## config.mk

```make
export PLATFORM = sky130hd
export DESIGN_NAME = hs4_bus_slave
export DESIGN_NICKNAME = d
export VERILOG_FILES = /design/src/rtl/hs4_pkg.sv /design/src/rtl/hs4_sync.sv /design/src/rtl/hs4_ctrl.sv /design/src/rtl/hs4_datapath.sv /design/src/rtl/hs4_bus_slave.sv
export SDC_FILE = /design/constraint.sdc
export NUM_CORES = 1
export LEC_CHECK = 0
export BUFFER_PORTS_ARGS = -buffer_cell sky130_fd_sc_hd__buf_2
export CORE_MARGIN = 2
export CORE_UTILIZATION = 30
export DETAILED_ROUTE_END_ITERATION = 10
export GPL_TIMING_DRIVEN = 0
export PLACE_DENSITY = 0.6
export SYNTH_ARGS = -nofsm -noshare
export SYNTH_HDL_FRONTEND = slang
export SYNTH_HIERARCHICAL = 1
export SYNTH_SLANG_ARGS = --single-unit
```

## constraint.sdc

```tcl
create_clock -name clk -period 1.75 [get_ports clk]
set_input_delay 0.2625 -clock clk [delete_from_list [all_inputs] [get_ports clk]]
set_output_delay 0.2625 -clock clk [all_outputs]
set_load 0.005 [all_outputs]
```

## src/rtl/hs4_pkg.sv

```systemverilog
// Package: shared types of the four-phase bus responder.
// Assumes: nothing beyond the standard language.
package hs4_pkg;
    localparam int BUS_W = 8;

    typedef enum logic [2:0] {
        ST_IDLE   = 3'd0,
        ST_WR_CAP = 3'd1,
        ST_RD_WT  = 3'd2,
        ST_RD_SET = 3'd3,
        ST_ACKED  = 3'd4
    } hs4_state_t;
endpackage

```

## src/rtl/hs4_sync.sv

```systemverilog
// Module: multi-bit, multi-stage flop synchronizer for level signals.
// Assumes: each bit is an independent slow level, so the bits need not stay coherent with one another.
module hs4_sync #(
    parameter int WIDTH  = 2,
    parameter int STAGES = 2
) (
    input  logic             clk,
    input  logic             rst_n,
    input  logic [WIDTH-1:0] async_i,
    output logic [WIDTH-1:0] sync_o
);
    logic [WIDTH-1:0] stage_q [STAGES];

    genvar g;
    generate
        for (g = 0; g < STAGES; g++) begin : g_stage
            // Purpose: move each bit one flop further down the chain.
            always_ff @(posedge clk) begin
                if (!rst_n) begin
                    stage_q[g] <= '0;
                end else if (g == 0) begin
                    stage_q[g] <= async_i;
                end else begin
                    stage_q[g] <= stage_q[(g == 0) ? 0 : g-1];
                end
            end
        end
    endgenerate

    assign sync_o = stage_q[STAGES-1];
endmodule

```

## src/rtl/hs4_ctrl.sv

```systemverilog
// Module: handshake sequencer for the responder.
// Assumes: cmd_s and rnw_s are already synchronized. The far side keeps the bus stable
// from before the strobe rises until the acknowledge is seen.
module hs4_ctrl
    import hs4_pkg::*;
(
    input  logic clk,
    input  logic rst_n,
    input  logic cmd_s,
    input  logic rnw_s,
    input  logic rd_valid_i,
    output logic ack_o,
    output logic oe_o,
    output logic dir_rd_o,
    output logic cap_wr_o,
    output logic cap_rd_o
);
    hs4_state_t state_q, state_d;
    logic       ack_d, oe_d, dir_d;
    logic       ack_q, oe_q, dir_q;

    // Purpose: choose the next state and the next values of the output flops.
    always_comb begin
        state_d  = state_q;
        ack_d    = ack_q;
        oe_d     = oe_q;
        dir_d    = dir_q;
        cap_wr_o = 1'b0;
        cap_rd_o = 1'b0;
        case (state_q)
            ST_IDLE: begin
                if (cmd_s) begin
                    dir_d = rnw_s;
                    if (rnw_s) begin
                        state_d = ST_RD_WT;
                    end else begin
                        cap_wr_o = 1'b1;
                        state_d  = ST_WR_CAP;
                    end
                end
            end
            ST_WR_CAP: begin
                ack_d   = 1'b1;
                state_d = ST_ACKED;
            end
            ST_RD_WT: begin
                if (rd_valid_i) begin
                    cap_rd_o = 1'b1;
                    oe_d     = 1'b1;
                    state_d  = ST_RD_SET;
                end
            end
            ST_RD_SET: begin
                ack_d   = 1'b1;
                state_d = ST_ACKED;
            end
            ST_ACKED: begin
                if (!cmd_s) begin
                    ack_d   = 1'b0;
                    oe_d    = 1'b0;
                    dir_d   = 1'b0;
                    state_d = ST_IDLE;
                end
            end
            default: begin
                ack_d   = 1'b0;
                oe_d    = 1'b0;
                dir_d   = 1'b0;
                state_d = ST_IDLE;
            end
        endcase
    end

    // Purpose: hold the state and the registered handshake outputs.
    always_ff @(posedge clk) begin
        if (!rst_n) begin
            state_q <= ST_IDLE;
            ack_q   <= 1'b0;
            oe_q    <= 1'b0;
            dir_q   <= 1'b0;
        end else begin
            state_q <= state_d;
            ack_q   <= ack_d;
            oe_q    <= oe_d;
            dir_q   <= dir_d;
        end
    end

    assign ack_o    = ack_q;
    assign oe_o     = oe_q;
    assign dir_rd_o = dir_q;
endmodule

```

## src/rtl/hs4_datapath.sv

```systemverilog
// Module: byte registers for the received byte and for the result driven onto the bus.
// Assumes: the capture strobes come from the sequencer and last one cycle each.
module hs4_datapath #(
    parameter int WIDTH = 8
) (
    input  logic             clk,
    input  logic             rst_n,
    input  logic             cap_wr_i,
    input  logic             cap_rd_i,
    input  logic [WIDTH-1:0] bus_din_i,
    input  logic [WIDTH-1:0] rd_data_i,
    output logic [WIDTH-1:0] bus_dout_o,
    output logic             wr_valid_o,
    output logic [WIDTH-1:0] wr_data_o
);
    logic [WIDTH-1:0] wr_q, rd_q;
    logic             wv_q;

    // Purpose: capture the bus byte on a write and raise the one-cycle delivery pulse.
    always_ff @(posedge clk) begin
        if (!rst_n) begin
            wr_q <= '0;
            wv_q <= 1'b0;
        end else begin
            wv_q <= cap_wr_i;
            if (cap_wr_i) wr_q <= bus_din_i;
        end
    end

    // Purpose: hold the local result that is driven during a read.
    always_ff @(posedge clk) begin
        if (!rst_n) begin
            rd_q <= '0;
        end else if (cap_rd_i) begin
            rd_q <= rd_data_i;
        end
    end

    assign bus_dout_o = rd_q;
    assign wr_valid_o = wv_q;
    assign wr_data_o  = wr_q;
endmodule

```

## src/rtl/hs4_bus_slave.sv

```systemverilog
// Module: top of the four-phase parallel bus responder.
// Assumes: cmd_i and rnw_i are asynchronous. bus_din_i is stable whenever the strobe is high
// on a write. rd_valid_i stays high until local logic sees ack_o.
module hs4_bus_slave
    import hs4_pkg::*;
#(
    parameter int DW        = BUS_W,
    parameter int SYNC_DEPTH = 2
) (
    input  logic          clk,
    input  logic          rst_n,
    input  logic          cmd_i,
    input  logic          rnw_i,
    output logic          ack_o,
    input  logic [DW-1:0] bus_din_i,
    output logic [DW-1:0] bus_dout_o,
    output logic          bus_oe_o,
    output logic          wr_valid_o,
    output logic [DW-1:0] wr_data_o,
    input  logic          rd_valid_i,
    input  logic [DW-1:0] rd_data_i
);
    localparam int CTRL_W = 2;

    logic [CTRL_W-1:0] ctl_sync;
    logic              cmd_s, rnw_s;
    logic              dir_rd, cap_wr, cap_rd;

    hs4_sync #(.WIDTH(CTRL_W), .STAGES(SYNC_DEPTH)) u_sync (
        .clk     (clk),
        .rst_n   (rst_n),
        .async_i ({cmd_i, rnw_i}),
        .sync_o  (ctl_sync)
    );

    assign cmd_s = ctl_sync[1];
    assign rnw_s = ctl_sync[0];

    hs4_ctrl u_ctrl (
        .clk        (clk),
        .rst_n      (rst_n),
        .cmd_s      (cmd_s),
        .rnw_s      (rnw_s),
        .rd_valid_i (rd_valid_i),
        .ack_o      (ack_o),
        .oe_o       (bus_oe_o),
        .dir_rd_o   (dir_rd),
        .cap_wr_o   (cap_wr),
        .cap_rd_o   (cap_rd)
    );

    hs4_datapath #(.WIDTH(DW)) u_dp (
        .clk        (clk),
        .rst_n      (rst_n),
        .cap_wr_i   (cap_wr),
        .cap_rd_i   (cap_rd),
        .bus_din_i  (bus_din_i),
        .rd_data_i  (rd_data_i),
        .bus_dout_o (bus_dout_o),
        .wr_valid_o (wr_valid_o),
        .wr_data_o  (wr_data_o)
    );
endmodule

```

== Word level (Yosys, flattened, before mapping) ==
Memory sizes are Yosys's and may differ from the RTL's.
Index checks and enable logic that the tools add are counted.
W data, S select, Z words.

* Magnitude comparators: 0
* Muxes and demuxes: 18
* Shifts and indexed selects: 0
* $mul: 0
* Div/mod/pow operators: 0
* Reductions and logical operators: 7
* Bitwise gates (word level): 4
* Equality and inequality tests: 7
* $add $sub $neg: 0

{| class="wikitable"
|+ Operators with widths
! operator !! number
|-
| $pmux W3 S4 || 1
|-
| $mux W1 || 9
|-
| $mux W3 || 3
|-
| $eq A3 B2 Y1 const B || 2
|-
| $mux W2 || 3
|-
| $ne A2 B2 Y1 const B || 3
|-
| $pmux W1 S3 || 2
|-
| $reduce_and A3 Y1 || 2
|-
| $reduce_or A2 Y1 || 2
|-
| $eq A3 B1 Y1 const B || 1
|-
| $eq A3 B3 Y1 const B || 1
|-
| $logic_not A3 Y1 || 1
|-
| $reduce_or A3 Y1 || 1
|-
| $not A1 Y1 || 2
|-
| $or A1 B1 Y1 || 2
|-
| $reduce_and A2 Y1 || 1
|}

* Flip-flop bits (word level): 22
* Latch bits: 0
* Memories: 1
* Bits in read-only memories: 0
* Bits of input ports: 21
* RAM bits: 4

{| class="wikitable"
|+ Memory list
! memory !! words !! bits a word !! read ports !! clocked after memory_dff !! write ports !! RTL line !! source
|-
| u_sync.stage_q || 2 || 2 || 2 || 0 || 2 || hs4_sync.sv:12 || <nowiki>logic [WIDTH-1:0] stage_q [STAGES];</nowiki>
|}

== Longest topological paths before layout ==
Gate-level depths: netlist of run 1.

* Word-level depth: 4
* Mapped depth: 5
* Mapped depth without buffers: 4

== Modules after synthesis ==
The synthesis of run 1 kept the hierarchy.

{| class="wikitable"
|+ Modules (own cells, without submodules)
! module !! cells an instance !! area each (um^2) !! instances !! seq. area each (um^2)
|-
| hs4_datapath || 53 || 634.4 || 1 || 340.3
|-
| hs4_ctrl || 27 || 264.0 || 1 || 120.1
|-
| hs4_sync || 8 || 105.1 || 1 || 80.1
|}

== Least setup slack after synthesis of run 1 ==
OpenSTA, ideal clock, no wires.

* Path type: flip-flop to flip-flop
* Start point: reg u_ctrl.state_q[0]
* End point: reg u_dp.wr_q[0] (netlist: u_dp/wr_data_o[0])
* Arrival: 1.302 ns
* Stages on the path, launching flop included: 6
* Data required time: 1.634 ns
* Setup slack: 0.332 ns
* Setup time: 0.116 ns
* Path through: dfxtp_1 > or3b_4 > nor3_1 > buf_6 > mux2i_1 > nor2b_1

* Word-level cells in the longest chain between the ends: 2

{| class="wikitable"
|+ RTL lines
! what !! RTL line !! source
|-
| start, declared || hs4_ctrl.sv:18 || <nowiki>hs4_state_t state_q, state_d;</nowiki>
|-
| start signal, assigned || hs4_ctrl.sv:82 || <nowiki>state_q <= state_d;</nowiki>
|-
| $logic_not A3 Y1 || hs4_ctrl.sv:30 || <nowiki>case (state_q)</nowiki>
|-
| $mux W1 || hs4_ctrl.sv:30 ||
|-
| net cap_wr || hs4_bus_slave.sv:27 || <nowiki>logic dir_rd, cap_wr, cap_rd;</nowiki>
|-
| end signal, assigned || hs4_datapath.sv:26 || <nowiki>if (cap_wr_i) wr_q <= bus_din_i;</nowiki>
|-
| end, declared || hs4_datapath.sv:16 || <nowiki>logic [WIDTH-1:0] wr_q, rd_q;</nowiki>
|}

The timed path passes the listed nets, and every way through them passes these cells.
A chain may end at the register's enable or synchronous reset.

== Worst setup path in the final report of run 1 ==
* Start point: reg u_ctrl.state_q[0]
* End point: reg u_dp.wr_q[7] (netlist: u_dp/wr_data_o[7])

The elaborated chain is that of the path after synthesis.

==> impl_metrics.tcl, run 1 <==
set metrics [dict create \
    outcome "finished, final reports clean" \
    final_layout_size_suffix_gt1_frac 0.3968 \
    period_share 0.8876 \
    cts_setup_buffers 0 \
    die_w_um 60.41 \
    top_level_ports 40 \
    setup_violations 0 \
    power_mw 1.091 \
    critPathKind "reg2reg" \
    initial_core_util 0.3153 \
    cp.depth 5 \
    drc_errors 0 \
    hp-class "in2reg" \
    cts_hold_buf 0 \
    tns_ps 0 \
    fmaxAchievable_mhz 643.8 \
    worstSkewPairLatency_ps 320 \
    gp_congestion 0.8568 \
    cts_tree "yes" \
    syn-num-nets 104 \
    fin_area_mm2 0.001257 \
    r2r_cells 5 \
    grt.overflow.total 0 \
    rows 20 \
    fin_util 0.4153 \
    drtAntennaViolNets 0 \
    syn_inst 83 \
    diodes 0 \
    critPathArrivalTime_ps 1770 \
    drt-vias-per-instance 4.159 \
    rsz0062_at_grt "no" \
    startpoint_type "flip-flop" \
    cpPeakStageDelay_ps 410 \
    clock-sinks 26 \
    p_per_area_mw_per_mm2 867.3 \
    clock_skew_ps 5.565 \
    grt_first_pass_wirelength_um 2566 \
    antenna_found_initial 0 \
    holdPathStages 2 \
    root_buffer "clkbuf_4" \
    finalHoldViolations 0 \
    worstMarginPinSlew_ps 304.0 \
    peakVddDrop_mv 0.5281 \
    clk_pin_slew_ps 140 \
    setup_slack_ps 196.7 \
    wire_per_inst_um 9.800 \
    cts_resized 0 \
    die_h_um 60.41 \
    path_cells "or3b_4, nor3_1, buf_6, mux2i_1, nor2b_1" \
    worst-path-buf-inv 1 \
    syn_area_um2 954.7 \
    grt_max_degree 17 \
    fin_cells 170 \
    vias 707 \
    routed_wl_um 1666 \
    nets 148 \
    cts.path.max_buffers 2 \
    fin_crit_ps 1553 \
    crit_family "simple AND/OR/NAND/NOR gates" \
    hpwl_um 1286 \
    total_leakage_power_nw 0.5488 \
    htree_levels 1 \
    required_ps 1970 \
    fp.dieArea_mm2 0.003649 \
    grt_pass1_vias 617 \
    end_kind "flip-flop" \
    dp_slack_ps 216.7 \
    slew_violations 0 \
    cp_slowest_cell "or3b_4" \
    coreArea_mm2 0.003028 \
    holdWs_ps 140.8 \
    grt_usage 0.09572 \
    first_iter_violations 11 \
    numCtsBuffers 3 \
    drv_cap 0 \
    path_max_fanout 9 \
    yosysWarnings 6 \
    area_delta_synth_final_pct 31.72 \
    place_area_mm2 0.001205 \
    syn_avg_cell_area_um2 11.50 \
    slew_headroom 0.7958 \
    port_buffers 39 \
    place_inst 166 \
    first_pass_iters 2 \
]
[metal layers]
| metal | vias up | share of wire | track usage | wire, µm |
|---|---|---|---|---|
| met2 | 29 | 0.50 | 0.1755 | 835 |
| li1 | 364 | - | - | - |
| met3 | 0 | 0.082 | 0.03838 | 137 |
| met1 | 314 | 0.42 | 0.1010 | 693 |
| met5 | - | 0 | 0 | 0 |
| met4 | 0 | 0 | 0.02795 | 0 |
[path summary, 6_finish.rpt]
| kind | from | slack, ps | end |
|---|---|---|---|
| hold reg to reg | u_sync/stage_q[0][0]$_SDFF_PN0_ | 440 | u_sync/stage_q[1][0]$_SDFF_PN0_ |
| setup reg to reg | u_ctrl/state_q[0]$_SDFFE_PN0P_ | 200 | u_dp/wr_data_o[7]$_SDFFE_PN0P_ |
| hold / removal | cmd_i | 140 | u_sync/stage_q[0][1]$_SDFF_PN0_ |
| setup / recovery | u_ctrl/state_q[0]$_SDFFE_PN0P_ | 200 | u_dp/wr_data_o[7]$_SDFFE_PN0P_ |
[placed cells by master (no fill, tap or decap)]
master and instances:
a32o_1 1, nand2b_1 1, clkbuf_4 3, or3b_4 1, or3b_2 1, nand2_1 1
buf_2 41, mux2i_1 17, nand2_2 1, bufinv_16 1, buf_6 2, nor3b_1 1
nor2_1 1, dfxtp_1 26, o211a_1 1, and2_1 5, nor3_1 2, nor2b_1 18
a21oi_1 2
[state kept, by name (all words and copies together), names as in the netlist]
signal / count
u_dp/wr_valid_o: 1
u_ctrl/ack_o: 1
u_sync/stage_q: 4
u_ctrl/oe_o: 1
u_dp/bus_dout_o: 8
u_dp/wr_data_o: 8
u_ctrl/state_q: 3
[worst register-to-register path: cells and delay by family (launching register included)]
family,cells,cell delay (ps)
buffers and inverters,1,190
muxes,1,220
DFF,1,380
and+or+nand+nor,3,670
[cell type report]
type	count	area (µm²)
fill	306	1770
sequential	26	520.5
multi-input combinational	53	401.6
timing repair buffer	39	195.2
tap	44	55.05
buffer	4	32.53
clock inverter	1	30.03
clock buffer	3	22.52
[where the power goes]
part | switching, mW | internal [mW]
clock | 0.170 | 0.232
sequential | 0.00642 | 0.606
combinational | 0.0301 | 0.0461
total | 0.207 | 0.884
(Power assumes the default switching activity.)
==> run 2, diff against run 1 <==
--- a/config.mk
+++ b/config.mk
@@ -6,11 +6,13 @@
 export NUM_CORES = 1
 export LEC_CHECK = 0
 export BUFFER_PORTS_ARGS = -buffer_cell sky130_fd_sc_hd__buf_2
+export CELL_PAD_IN_SITES_DETAIL_PLACEMENT = 1
+export CELL_PAD_IN_SITES_GLOBAL_PLACEMENT = 1
 export CORE_MARGIN = 2
 export CORE_UTILIZATION = 30
 export DETAILED_ROUTE_END_ITERATION = 10
 export GPL_TIMING_DRIVEN = 0
-export PLACE_DENSITY = 0.6
+export PLACE_DENSITY = 0.73
 export SYNTH_ARGS = -nofsm -noshare
 export SYNTH_HDL_FRONTEND = slang
 export SYNTH_HIERARCHICAL = 1
==> run 2 against run 1 <==
Compared with the run above:
- final cell count is the same
- final area did not move
- via count increased by 2.3%
- flip-flop and latch count unchanged
- utilization unchanged
- critical path type unchanged
==> impl_metrics.tcl, run 2 (synthesized netlist as in run 1, its figures left out) <==
set metrics [dict create \
    first_iter_violations 15 \
    die_h_um 60.41 \
    met1_usage 0.1276 \
    pwr-share-clk 0.371 \
    drt-vias-per-instance 4.253 \
    wire_per_inst_um 11.34 \
    antenna_found_initial 0 \
    grt_usage 0.1117 \
    p_switching_mw 0.2147 \
    final_layout_size_suffix_gt1_frac 0.3968 \
    nets 148 \
    layout_common_cells "41 x buf_2, 26 x dfxtp_1, 18 x nor2b_1" \
    hpwl_um 1537 \
    grt.busiest_layer "met2" \
    path_max_fanout 9 \
    crit_family "simple AND/OR/NAND/NOR gates" \
    end_kind "flip-flop" \
    outcome "finished, final reports clean" \
    fp.dieArea_mm2 0.003649 \
    cts_resized 0 \
    initial_core_util 0.3153 \
    period_share 0.8827 \
    grt_first_pass_wirelength_um 3105 \
    final_common_cell "buf_2" \
    gr-usage-met2 0.2143 \
    p_per_area_mw_per_mm2 873.5 \
    total_leakage_power_nw 0.5488 \
    root_buffer "clkbuf_4" \
    worst-path-buf-inv 1 \
    grt_max_degree 17 \
    numCtsBuffers 3 \
    setup_violations 0 \
    grt.overflow.total 0 \
    cp_slowest_cell "or3b_4" \
    cpPeakStageDelay_ps 420 \
    top_level_ports 40 \
    internal_power_mw 0.8837 \
    path_cells "or3b_4, nor3_1, buf_6, mux2i_1, nor2b_1" \
    drtAntennaViolNets 0 \
    cts_tree "yes" \
    fin_crit_ps 1545 \
    met3_usage 0.01919 \
    cts_setup_buffers 0 \
    critPathArrivalTime_ps 1770 \
    first_pass_iters 2 \
    place_inst 166 \
    finalHoldViolations 0 \
    htree_levels 1 \
    required_ps 1970 \
    critPathKind "reg2reg" \
    seqPwrFrac 0.558 \
    cts.path.max_buffers 2 \
    drv_cap 0 \
    cts_hold_buf 0 \
    worstSkewPairLatency_ps 310 \
    port_buffers 39 \
    worstMarginPinSlew_ps 316.2 \
    slew_headroom 0.7876 \
    clk_pin_slew_ps 140 \
    slew_violations 0 \
    fmaxAchievable_mhz 647.4 \
    routed_wl_um 1927 \
    combPwrFrac 0.070 \
    clock-sinks 26 \
    area_delta_synth_final_pct 31.72 \
    peakVddDrop_mv 0.4423 \
    diodes 0 \
    coreArea_mm2 0.003028 \
    rsz0062_at_grt "no" \
    tns_ps 0 \
    die_w_um 60.41 \
    rows 20 \
    clock_skew_ps 1.896 \
    drc_errors 0 \
    hp-class "in2reg" \
    fin_cells 170 \
    swShare 0.1955 \
    startpoint_type "flip-flop" \
    vias 723 \
    grt_pass1_vias 736 \
    gp_congestion 0.6439 \
]
-- run 2: cell counts in the layout (fill, tap and decap cells not counted) --
Identical to the previous run, type by type.
-- run 2: metrics by stage --
step	hold slack [ps]	cell area, µm²	util	power [mW]	setup slack, ps
floorplan	384.2	954.7	-	0.6643	340.8
global placement	413.5	1205	0.3979	0.7019	234.5
detailed placement	416.8	1205	0.3979	0.7058	197.6
CTS	140.1	1257	0.4153	1.115	174.7
global route	128.9	1257	0.4153	1.145	82.91
finish	154.0	1257	0.4153	1.098	205.3
-- run 2: final cells by class --
type | instances | area [µm²]
flip-flops and latches | 26 | 520.5
plain buffers | 4 | 32.53
multi-input cells | 53 | 401.6
well taps | 44 | 55.05
repair buffers | 39 | 195.2
clock buffers | 3 | 22.52
fillers | 373 | 1770
clock inverters | 1 | 30.03
-- run 2: final timing paths --
kind | start | to | cells after the start | slack, ps
worst max-delay path | u_ctrl/state_q[0]$_SDFFE_PN0P_ | u_dp/wr_data_o[5]$_SDFFE_PN0P_ | 5 | 210
worst min-delay path | cmd_i | u_sync/stage_q[0][1]$_SDFF_PN0_ | 2 | 150
worst max register to register | u_ctrl/state_q[0]$_SDFFE_PN0P_ | u_dp/wr_data_o[5]$_SDFFE_PN0P_ | 5 | 210
worst min register to register | u_sync/stage_q[0][0]$_SDFF_PN0_ | u_sync/stage_q[1][0]$_SDFF_PN0_ | 1 | 440
-- run 2: routing by layer --
| metal | vias to the layer above | share of wire |
|---|---|---|
| met5 | - | 0 |
| met2 | 15 | 0.56 |
| met1 | 345 | 0.39 |
| met4 | 0 | 0.0093 |
| li1 | 361 | - |
| met3 | 2 | 0.039 |
-- run 2: power groups by stage --
stage	logic [mW]	clock network (mW)	registers, mW
after floorplan	0.0381	0	0.626
after CTS	0.0797	0.422	0.614
after detailed placement	0.0793	0	0.626
after global placement	0.0766	0	0.625
after global routing	0.0865	0.443	0.615
final	0.0774	0.408	0.613
==> run 3, diff against run 2 <==
--- a/config.mk
+++ b/config.mk
@@ -5,6 +5,7 @@
 export SDC_FILE = /design/constraint.sdc
 export NUM_CORES = 1
 export LEC_CHECK = 0
+export ABC_AREA = 1
 export BUFFER_PORTS_ARGS = -buffer_cell sky130_fd_sc_hd__buf_2
 export CELL_PAD_IN_SITES_DETAIL_PLACEMENT = 1
 export CELL_PAD_IN_SITES_GLOBAL_PLACEMENT = 1
@@ -12,7 +13,7 @@
 export CORE_UTILIZATION = 30
 export DETAILED_ROUTE_END_ITERATION = 10
 export GPL_TIMING_DRIVEN = 0
-export PLACE_DENSITY = 0.73
+export PLACE_DENSITY = 0.76
 export SYNTH_ARGS = -nofsm -noshare
 export SYNTH_HDL_FRONTEND = slang
 export SYNTH_HIERARCHICAL = 1
==> run 3 against run 2 <==
Compared with the run above:
- utilization fell by 1.6 points
- register-to-register slack better by 190 ps
- worst setup slack improved by 190 ps
- non-clock buffer count grew 2
- die area is 16% higher
- total power is 16% higher
- critical endpoint is now u_dp/wr_data_o[6]$_SDFFE_PN0P_
- largest power group unchanged
==> impl_metrics.tcl, run 3 <==
set metrics [dict create \
    outcome "finished, final reports clean" \
    grt_first_pass_wirelength_um 3864 \
    clock-sinks 26 \
    routed_wl_um 2294 \
    drc_errors 0 \
    worstSkewPairLatency_ps 270 \
    drtAntennaViolNets 0 \
    grt_pass1_vias 900 \
    first_iter_violations 25 \
    slew_violations 0 \
    fp.dieArea_mm2 0.004220 \
    cp_slowest_cell "dfxtp_1" \
    numCtsBuffers 3 \
    critPathKind "reg2reg" \
    setup_violations 0 \
    cts_hold_buf 0 \
    met3_usage 0.03819 \
    p_per_area_mw_per_mm2 882.6 \
    gr-usage-met2 0.1894 \
    grt_max_degree 16 \
    multi_input_area_um2 405.4 \
    cpPeakStageDelay_ps 380 \
    wire_per_inst_um 9.479 \
    diodes 0 \
    gp_congestion 0.7090 \
    crit_top_cell "nand2_1" \
    total_leakage_power_nw 0.7971 \
    cts_tree "yes" \
    startpoint_type "flip-flop" \
    fillers 459 \
    syn_area_mm2 0.001115 \
    required_ps 1930 \
    p_switching_mw 0.2791 \
    holdWs_ps 168.5 \
    antenna_found_initial 0 \
    grt.overflow.total 0 \
    drv_cap 0 \
    top_level_ports 40 \
    coreArea_mm2 0.003606 \
    cts_resized 0 \
    r2r-start "u_ctrl/state_q[1]$_SDFFE_PN0P_" \
    seqPwrFrac 0.494 \
    path_max_fanout 10 \
    regToRegSetupSlack_ps 390 \
    seq_area_um2 520.5 \
    slew_headroom 0.8384 \
    pwr-share-clk 0.389 \
    clock_skew_ps 2.327 \
    syn_inst 151 \
    die_w_um 64.96 \
    syn_avg_cell_area_um2 7.383 \
    hp-class "in2reg" \
    grt.busiest_layer "met2" \
    htree_levels 1 \
    initial_core_util 0.3092 \
    r2r_cells 8 \
    end_kind "flip-flop" \
    fmaxAchievable_mhz 736.0 \
    critPathArrivalTime_ps 1540 \
    cts.path.max_buffers 2 \
    crit_family "simple AND/OR/NAND/NOR gates" \
    worst-path-buf-inv 2 \
    port_buffers 39 \
    combPwrFrac 0.116 \
    rsz0062_at_grt "no" \
    worstMarginPinSlew_ps 241.6 \
    drt-vias-per-instance 4.058 \
    yosysWarnings 6 \
    crit_end "u_dp/wr_data_o[6]$_SDFFE_PN0P_" \
    peakVddDrop_mv 0.3584 \
    grt_usage 0.1188 \
    hpwl_um 1787 \
    rows 22 \
    fin_crit_ps 1359 \
    vias 982 \
    swShare 0.2194 \
    finalHoldViolations 0 \
    nets 216 \
    final_common_cell "buf_2" \
    internal_power_mw 0.9930 \
    syn-num-nets 172 \
    period_share 0.7764 \
    met1_usage 0.1444 \
    first_pass_iters 4 \
    cp.depth 8 \
    area_delta_synth_final_pct 29.29 \
    root_buffer "clkbuf_8" \
    cts_setup_buffers 0 \
    critPathLaunch "u_ctrl/state_q[1]$_SDFFE_PN0P_" \
    layout_common_cells "39 x buf_2, 37 x nand2_1, 36 x nor2_1" \
    tns_ps 0 \
    final_layout_size_suffix_gt1_frac 0.3041 \
    die_h_um 64.96 \
    clk_pin_slew_ps 90 \
    reg2reg_to "u_dp/wr_data_o[6]$_SDFFE_PN0P_" \
    path_cells "nor2_4, nand2_1, nor3_1, buf_6, buf_8, nand2_2, nand2_1, nor2_1" \
]
-- run 3: cell types whose count changed in the layout (fill, tap and decap cells not counted), sizes merged, moves of 4 or more --
cell	before	now
nand3	0	4
mux2i	17	0
inv	0	28
nor2	1	37
nand2	2	41
nor2b	18	0
and2	5	0
-- run 3: layout make-up --
| cell class | instances | area share |
|---|---|---|
| inverter | 29 | 0.07552 |
| buffer | 6 | 0.05556 |
| clock buffer | 3 | 0.02865 |
| tap | 48 | 0.04167 |
| timing repair buffer | 39 | 0.1354 |
| multi-input combinational | 90 | 0.2813 |
| sequential | 26 | 0.3611 |
| clock inverter | 1 | 0.02083 |
-- run 3: worst min-delay path by stage --
stage / start / to / slack [ps] / cells past startpoint
after CTS: rnw_i / u_sync/stage_q[0][0]$_SDFF_PN0_ / 160 / 3
final: rnw_i / u_sync/stage_q[0][0]$_SDFF_PN0_ / 170 / 3
after global placement: u_sync/stage_q[0][1]$_SDFF_PN0_ / u_sync/stage_q[1][1]$_SDFF_PN0_ / 390 / 2
after floorplan: rst_n / u_sync/stage_q[0][0]$_SDFF_PN0_ / 360 / 2
after detailed placement: u_sync/stage_q[0][1]$_SDFF_PN0_ / u_sync/stage_q[1][1]$_SDFF_PN0_ / 410 / 2
after global routing: rnw_i / u_sync/stage_q[0][0]$_SDFF_PN0_ / 180 / 3
-- run 3: worst min-delay path: cells and delay by family --
kind	cells	cell delay, ps
buffers and inverters	2	110
and+or+nand+nor	1	40
-- run 3: through the flow --
step,utilization,area (µm²),power [mW],instances,worst slack [ps]
after floorplan,-,1115,0.7366,151,548.2
after global placement,0.3799,1370,0.7896,238,417.7
after detailed placement,0.3799,1370,0.7939,238,392.9
after CTS,0.3997,1441,1.298,242,377.1
after global routing,0.3997,1441,1.346,242,292.0
final,0.3997,1441,1.272,242,391.4
-- run 3: metal layers --
metal,up-vias,part of all wire
met2,31,0.42
met3,5,0.078
met1,425,0.49
li1,521,-
met5,-,0
met4,0,0.019
-- run 3: power groups by stage --
stage	registers (mW)	clock network, mW	logic (mW)
detailed placement	0.643	0	0.150
finish	0.629	0.495	0.148
floorplan	0.644	0	0.0927
global route	0.633	0.546	0.168
CTS	0.630	0.517	0.151
global placement	0.643	0	0.147
